<file path="src/rtl/can_rxq_pkg.sv">
package can_rxq_pkg;
  localparam int CAN_ID_W   = 32;
  localparam int CAN_DLC_W  = 4;
  localparam int CAN_DATA_W = 64;
  localparam int CAN_HIT_W  = 3;

  typedef struct packed {
    logic [CAN_ID_W-1:0]   id;
    logic [CAN_DLC_W-1:0]  dlc;
    logic [CAN_DATA_W-1:0] data;
    logic [CAN_HIT_W-1:0]  hit;
  } rx_frame_t;
endpackage

</file>
<file path="src/rtl/can_rxq_bgbuf.sv">
module can_rxq_bgbuf
  import can_rxq_pkg::*;
(
  input  logic      clk,
  input  logic      rst,
  input  logic      strobe_i,
  input  logic      tx_i,
  input  rx_frame_t frame_i,
  output rx_frame_t bg_o,
  output logic      push_o
);
  rx_frame_t bg_q;
  logic      pend_q;

  // the frame is always captured; own transmissions never request a push
  always_ff @(posedge clk) begin
    if (strobe_i) bg_q <= frame_i;
  end

  always_ff @(posedge clk) begin
    if (rst) pend_q <= 1'b0;
    else     pend_q <= strobe_i & ~tx_i;
  end

  assign bg_o   = bg_q;
  assign push_o = pend_q;

  p_self_rx_r6: assert property (@(posedge clk) disable iff (rst)
    (strobe_i && tx_i) |=> !push_o);
endmodule

</file>
<file path="src/rtl/can_rxq_store.sv">
module can_rxq_store
  import can_rxq_pkg::*;
#(
  parameter int DEPTH = 5
) (
  input  logic                       clk,
  input  logic                       rst,
  input  logic                       push_i,
  input  rx_frame_t                  frame_i,
  input  logic                       clr_i,
  output rx_frame_t                  vis_o,
  output logic                       rdy_o,
  output logic                       full_o,
  output logic [$clog2(DEPTH+1)-1:0] occ_o
);
  localparam int BDEPTH = DEPTH - 1;
  localparam int PTR_W  = (BDEPTH > 1) ? $clog2(BDEPTH) : 1;
  localparam int CNT_W  = $clog2(DEPTH + 1);

  rx_frame_t        mem [BDEPTH];
  rx_frame_t        vis_q;
  logic [PTR_W-1:0] wptr_q, rptr_q;
  logic [CNT_W-1:0] bcnt_q;
  logic             rdy_q;
  logic             accept, pop;

  function automatic logic [PTR_W-1:0] ptr_inc(input logic [PTR_W-1:0] p);
    return (p == PTR_W'(BDEPTH - 1)) ? '0 : p + 1'b1;
  endfunction

  assign occ_o  = CNT_W'(rdy_q) + bcnt_q;
  assign full_o = (occ_o == CNT_W'(DEPTH));
  assign accept = push_i & ~full_o;
  assign pop    = ~rdy_q & (bcnt_q != '0);

  // backing ring: plain write port and registered read, RAM friendly
  always_ff @(posedge clk) begin
    if (accept) mem[wptr_q] <= frame_i;
  end

  always_ff @(posedge clk) begin
    if (pop) vis_q <= mem[rptr_q];
  end

  always_ff @(posedge clk) begin
    if (rst) begin
      wptr_q <= '0;
      rptr_q <= '0;
      bcnt_q <= '0;
      rdy_q  <= 1'b0;
    end else begin
      if (accept) wptr_q <= ptr_inc(wptr_q);
      if (pop)    rptr_q <= ptr_inc(rptr_q);
      bcnt_q <= bcnt_q + CNT_W'(accept) - CNT_W'(pop);
      if (pop)                rdy_q <= 1'b1;
      else if (clr_i && rdy_q) rdy_q <= 1'b0;
    end
  end

  assign vis_o = vis_q;
  assign rdy_o = rdy_q;

  p_no_overflow_r7: assert property (@(posedge clk) disable iff (rst)
    occ_o <= CNT_W'(DEPTH));
  p_full_holds_r8: assert property (@(posedge clk) disable iff (rst)
    (full_o && !clr_i) |=> full_o);
  p_reload_r5: assert property (@(posedge clk) disable iff (rst)
    (!rdy_q && bcnt_q != '0) |=> rdy_q);
  p_clear_r5: assert property (@(posedge clk) disable iff (rst)
    (rdy_q && clr_i) |=> !rdy_q);
  p_vis_stable_r8: assert property (@(posedge clk) disable iff (rst)
    (rdy_q && !clr_i) |=> $stable(vis_q));
endmodule

</file>
<file path="src/rtl/can_rxq_status.sv">
module can_rxq_status (
  input  logic clk,
  input  logic rst,
  input  logic ovr_set_i,
  input  logic clr_ovr_i,
  input  logic rdy_i,
  input  logic rx_ie_i,
  input  logic err_ie_i,
  output logic ovr_o,
  output logic rx_irq_o,
  output logic err_irq_o
);
  logic ovr_q;

  always_ff @(posedge clk) begin
    if (rst)            ovr_q <= 1'b0;
    else if (ovr_set_i) ovr_q <= 1'b1;
    else if (clr_ovr_i) ovr_q <= 1'b0;
  end

  assign ovr_o     = ovr_q;
  assign rx_irq_o  = rdy_i & rx_ie_i;
  assign err_irq_o = ovr_q & err_ie_i;

  p_ovr_set_r8: assert property (@(posedge clk) disable iff (rst)
    ovr_set_i |=> ovr_o);
  p_ovr_hold_r10: assert property (@(posedge clk) disable iff (rst)
    (ovr_o && !clr_ovr_i) |=> ovr_o);
endmodule

</file>
<file path="src/rtl/can_rx_queue.sv">
module can_rx_queue
  import can_rxq_pkg::*;
#(
  parameter int DEPTH = 5
) (
  input  logic                       clk,
  input  logic                       rst,
  input  logic                       rx_done,
  input  logic [CAN_ID_W-1:0]        rx_id,
  input  logic [CAN_DLC_W-1:0]       rx_dlc,
  input  logic [CAN_DATA_W-1:0]      rx_data,
  input  logic [CAN_HIT_W-1:0]       rx_hit,
  input  logic                       tx_busy,
  input  logic                       clr_rxf,
  input  logic                       clr_ovr,
  input  logic                       rx_ie,
  input  logic                       err_ie,
  output logic [CAN_ID_W-1:0]        q_id,
  output logic [CAN_DLC_W-1:0]       q_dlc,
  output logic [CAN_DATA_W-1:0]      q_data,
  output logic [CAN_HIT_W-1:0]       q_hit,
  output logic                       frame_rdy,
  output logic                       overrun,
  output logic [$clog2(DEPTH+1)-1:0] occ,
  output logic                       rx_irq,
  output logic                       err_irq
);
  rx_frame_t in_frame, bg_frame, vis_frame;
  logic      push, full, ovr_set;

  assign in_frame = '{id: rx_id, dlc: rx_dlc, data: rx_data, hit: rx_hit};

  can_rxq_bgbuf u_bg (
    .clk(clk), .rst(rst), .strobe_i(rx_done), .tx_i(tx_busy),
    .frame_i(in_frame), .bg_o(bg_frame), .push_o(push)
  );

  can_rxq_store #(.DEPTH(DEPTH)) u_store (
    .clk(clk), .rst(rst), .push_i(push), .frame_i(bg_frame), .clr_i(clr_rxf),
    .vis_o(vis_frame), .rdy_o(frame_rdy), .full_o(full), .occ_o(occ)
  );

  assign ovr_set = push & full;

  can_rxq_status u_stat (
    .clk(clk), .rst(rst), .ovr_set_i(ovr_set), .clr_ovr_i(clr_ovr),
    .rdy_i(frame_rdy), .rx_ie_i(rx_ie), .err_ie_i(err_ie),
    .ovr_o(overrun), .rx_irq_o(rx_irq), .err_irq_o(err_irq)
  );

  assign q_id   = vis_frame.id;
  assign q_dlc  = vis_frame.dlc;
  assign q_data = vis_frame.data;
  assign q_hit  = vis_frame.hit;

  p_drop_keeps_occ_r8: assert property (@(posedge clk) disable iff (rst)
    (ovr_set && !clr_rxf) |=> occ == $past(occ));
endmodule

</file>
<file path="config.mk">
export PLATFORM = sky130hd
export DESIGN_NAME = can_rx_queue
export DESIGN_NICKNAME = d
export VERILOG_FILES = /design/src/rtl/can_rxq_pkg.sv /design/src/rtl/can_rxq_bgbuf.sv /design/src/rtl/can_rxq_store.sv /design/src/rtl/can_rxq_status.sv /design/src/rtl/can_rx_queue.sv
export SDC_FILE = /design/constraint.sdc
export NUM_CORES = 1
export LEC_CHECK = 0
export BUFFER_PORTS_ARGS = -buffer_cell sky130_fd_sc_hd__buf_4
export CORE_MARGIN = 2
export CORE_UTILIZATION = 57
export CTS_CLUSTER_SIZE = 12
export DETAILED_ROUTE_END_ITERATION = 8
export HOLD_SLACK_MARGIN = 0.05
export PLACE_DENSITY = 0.74
export SKIP_LAST_GASP = 1
export SLEW_MARGIN = 15
export SYNTH_ARGS = -nofsm -noshare
export SYNTH_HDL_FRONTEND = slang
export SYNTH_SLANG_ARGS = --single-unit
</file>
<file path="constraint.sdc">
create_clock -name clk -period 13.32 [get_ports clk]
set_input_delay 2.664 -clock clk [delete_from_list [all_inputs] [get_ports clk]]
set_output_delay 2.664 -clock clk [all_outputs]
set_load 0.01 [all_outputs]
</file>
==> reports/results.txt <==
TritonCTS clock tree: yes
Vias per cell: 5.544
Clk_lat worst skew: 570 ps
Post-synth top area share: 0.8572
Hold_sp: u_bg.bg_o[27]
Vias: 9065
First-pass GRT wire length: 56640 µm
Num rows: 71
Worst r2r src: u_store.rdy_o
Final min period: 5715 ps
RSZ-0062 raised after global routing: no
Largest cells by area after synthesis: edfxtp_1, mux4_2, dfxtp_1
Mapped Area: 0.02165 mm²
Total length of routed wires: 37800 µm
Largest net degree at the start of global routing: 68
Dpl hpwl: 20190 µm
Final Power: 5239 µW
Crit Path Category: in2out
Final hold violations: 0
Leak: 0.008619 µW
Hold Path End: u_store.mem[3][27]
Clk pin slew, worst setup/hold paths: 60 ps
Sink Count: 628
Chip Width: 198.9 µm
Initial Utilization: 0.5761
Library cells used by synthesis: 32
R2R Setup Slk: 9580 ps
Top cells by count, synth: edfxtp_1, mux4_2, buf_2, dfxtp_1
Max-cap violations: 0
Power Dens Cells: 202.9 mW/mm²
Reg2reg end: u_store.mem[1][97]
Post-Synthesis Cells: 814
Hold crit path type: reg2reg
Predominant post-synthesis flop cell: edfxtp_1
Synthesized area per cell: 26.59 µm²
Final setup vio count: 0
CP max stage cell: and2_1
Setup TNS Final: 0 ps
DRC violations left: 0
Wirelength per Cell: 23.12 µm
Worst vdd ir: 0.0001840 V
Setup bufs post-CTS: 0
Area Growth Syn to Fin: 19.28%
CP most frequent cell: buf_4
Die Y: 198.9 µm
CORE AREA: 0.03758 mm²
H-tree levels: 3
Pre-CTS setup slack: 7603 ps
Startpoint Class: input port
I/O pin count: 221
Iteration-0 DRC count of the detailed router: 670
Slew margin rel.: 0.2895
Slew Limit Fails: 0
Routed Antenna Nets: 0
Input/output buffers: 220
Critical path data required time: 10660 ps
Largest area contributor in the netlist: edfxtp_1
Syn Nets: 935
Top-count cell post-synth: edfxtp_1
Worst-Margin Slew: 1066 ps
GRT Overall Usage: 0.1986
CTS max path bufs: 3
Share of layout cells above drive strength 1: 0.3725
Max Clock Freq: 175.0 MHz
Nets: 1207
Final Core Density: 0.6872
Worst R2R Path Depth: 7
Post-CTS sizing: 0
Final worst slack: 7605 ps
Total grt overflow: 0
Vias in the first global route: 9436
Hold path cells: 0
WP data arrival: 3050 ps
Register area share after synthesis: 0.8665
Worst path max stage delay: 140 ps
Initial antenna violation count: 3
Synthesis-stage register bit count: 628
Setup crit end kind: output port
Clock root buffer: clkbuf_16
Outcome: complete, no violations
Max Clock Skew: 14.39 ps
Hold_buf cts: 0
Cts bufs inserted: 66
Number of synthesized flops with an enable pin: 618
Async SR Flop Fraction: 0
Routability cong.: 0.7095
Ys Warns: 0
Die area: 0.03956 mm²
Fin crit share: 0.4290
# placed instances: 1529
Crit-path cells: buf_4 -> and2_1 -> buf_4
First drt pass iteration count: 5
Crit Path Max Fanout: 1
Non-filler instance count after layout: 1635
sequential cells by signal, indices dropped and copies added, names as in the netlist:
signal / count
u_store.rptr_q: 2
u_store.wptr_q: 2
u_store.vis_o: 103
u_store.rdy_o: 1
u_stat.ovr_o: 1
u_bg.bg_o: 103
u_store.bcnt_q: 3
u_bg.push_o: 1
u_store.mem: 412
area by class of cell:
class	count	area (µm²)
inverter	9	36.28
antenna	2	5.005
multi-input combinational	152	2711
fill	2249	11760
tap	511	639.4
clock buffer	88	1841
timing repair buffer	229	1719
sequential	628	18770
clock inverter	16	105.1
routing by layer:
| metal | wire, µm | global-route usage | share of wire |
|---|---|---|---|
| met3 | 2416 | 0.04883 | 0.064 |
| met2 | 18700 | 0.3131 | 0.49 |
| met4 | 787 | 0.06551 | 0.021 |
| met1 | 15870 | 0.2783 | 0.42 |
| met5 | 16 | 0 | 0.00042 |
layout by cell type (no fill, tap or decap), types with 4 or more instances in the layout:
| master | count |
|---|---|
| clkbuf_16 | 71 |
| inv_1 | 8 |
| ha_1 | 9 |
| edfxtp_1 | 618 |
| clkbuf_1 | 17 |
| clkinv_1 | 8 |
| nor2_1 | 5 |
| clkinv_2 | 5 |
| dfxtp_1 | 8 |
| buf_4 | 229 |
| mux4_2 | 103 |
| and2_4 | 4 |
stage by stage:
step,instance area (µm²),hold WS [ps]
floorplan,21650,458.7
global placement,23870,468.7
detailed placement,23870,477.9
CTS,25820,487.1
global route,25820,500.0
finish,25820,486.8
report_power, final:
| group | internal [µW] | switching (µW) | leakage [µW] |
|---|---|---|---|
| clock | 982 | 686 | 0.000952 |
| combinational | 445 | 446 | 0.00186 |
| sequential | 2530 | 153 | 0.00581 |
worst max-delay path by stage:
stage                          to  depth (start not counted)  startpoint  slack [ps]
after detailed placement   rx_irq                          3       rx_ie        7600
final                      rx_irq                          3       rx_ie        7610
after global placement    err_irq                          3      err_ie        7610
after CTS                  rx_irq                          3       rx_ie        7600
after floorplan           err_irq                          1      err_ie        7830
after global routing       rx_irq                          3       rx_ie        7590
worst max-delay path, delay by kind of cell:
kind,cells,cell delay (ps)
buffers and inverters,2,250
and+or+nand+nor,1,140
kinds of logic after synthesis:
logic type | synth area share
AND/OR/NAND/NOR | 0.007051
buffers and inverters | 0.008727
flip-flops | 0.8665
adder cells (fa/ha/maj) | 0.006127
AO/OA/AOI/OAI | 0.003641
multiplexers | 0.1072
XOR/XNOR | 0.0008093
(Power assumes the default switching activity.)
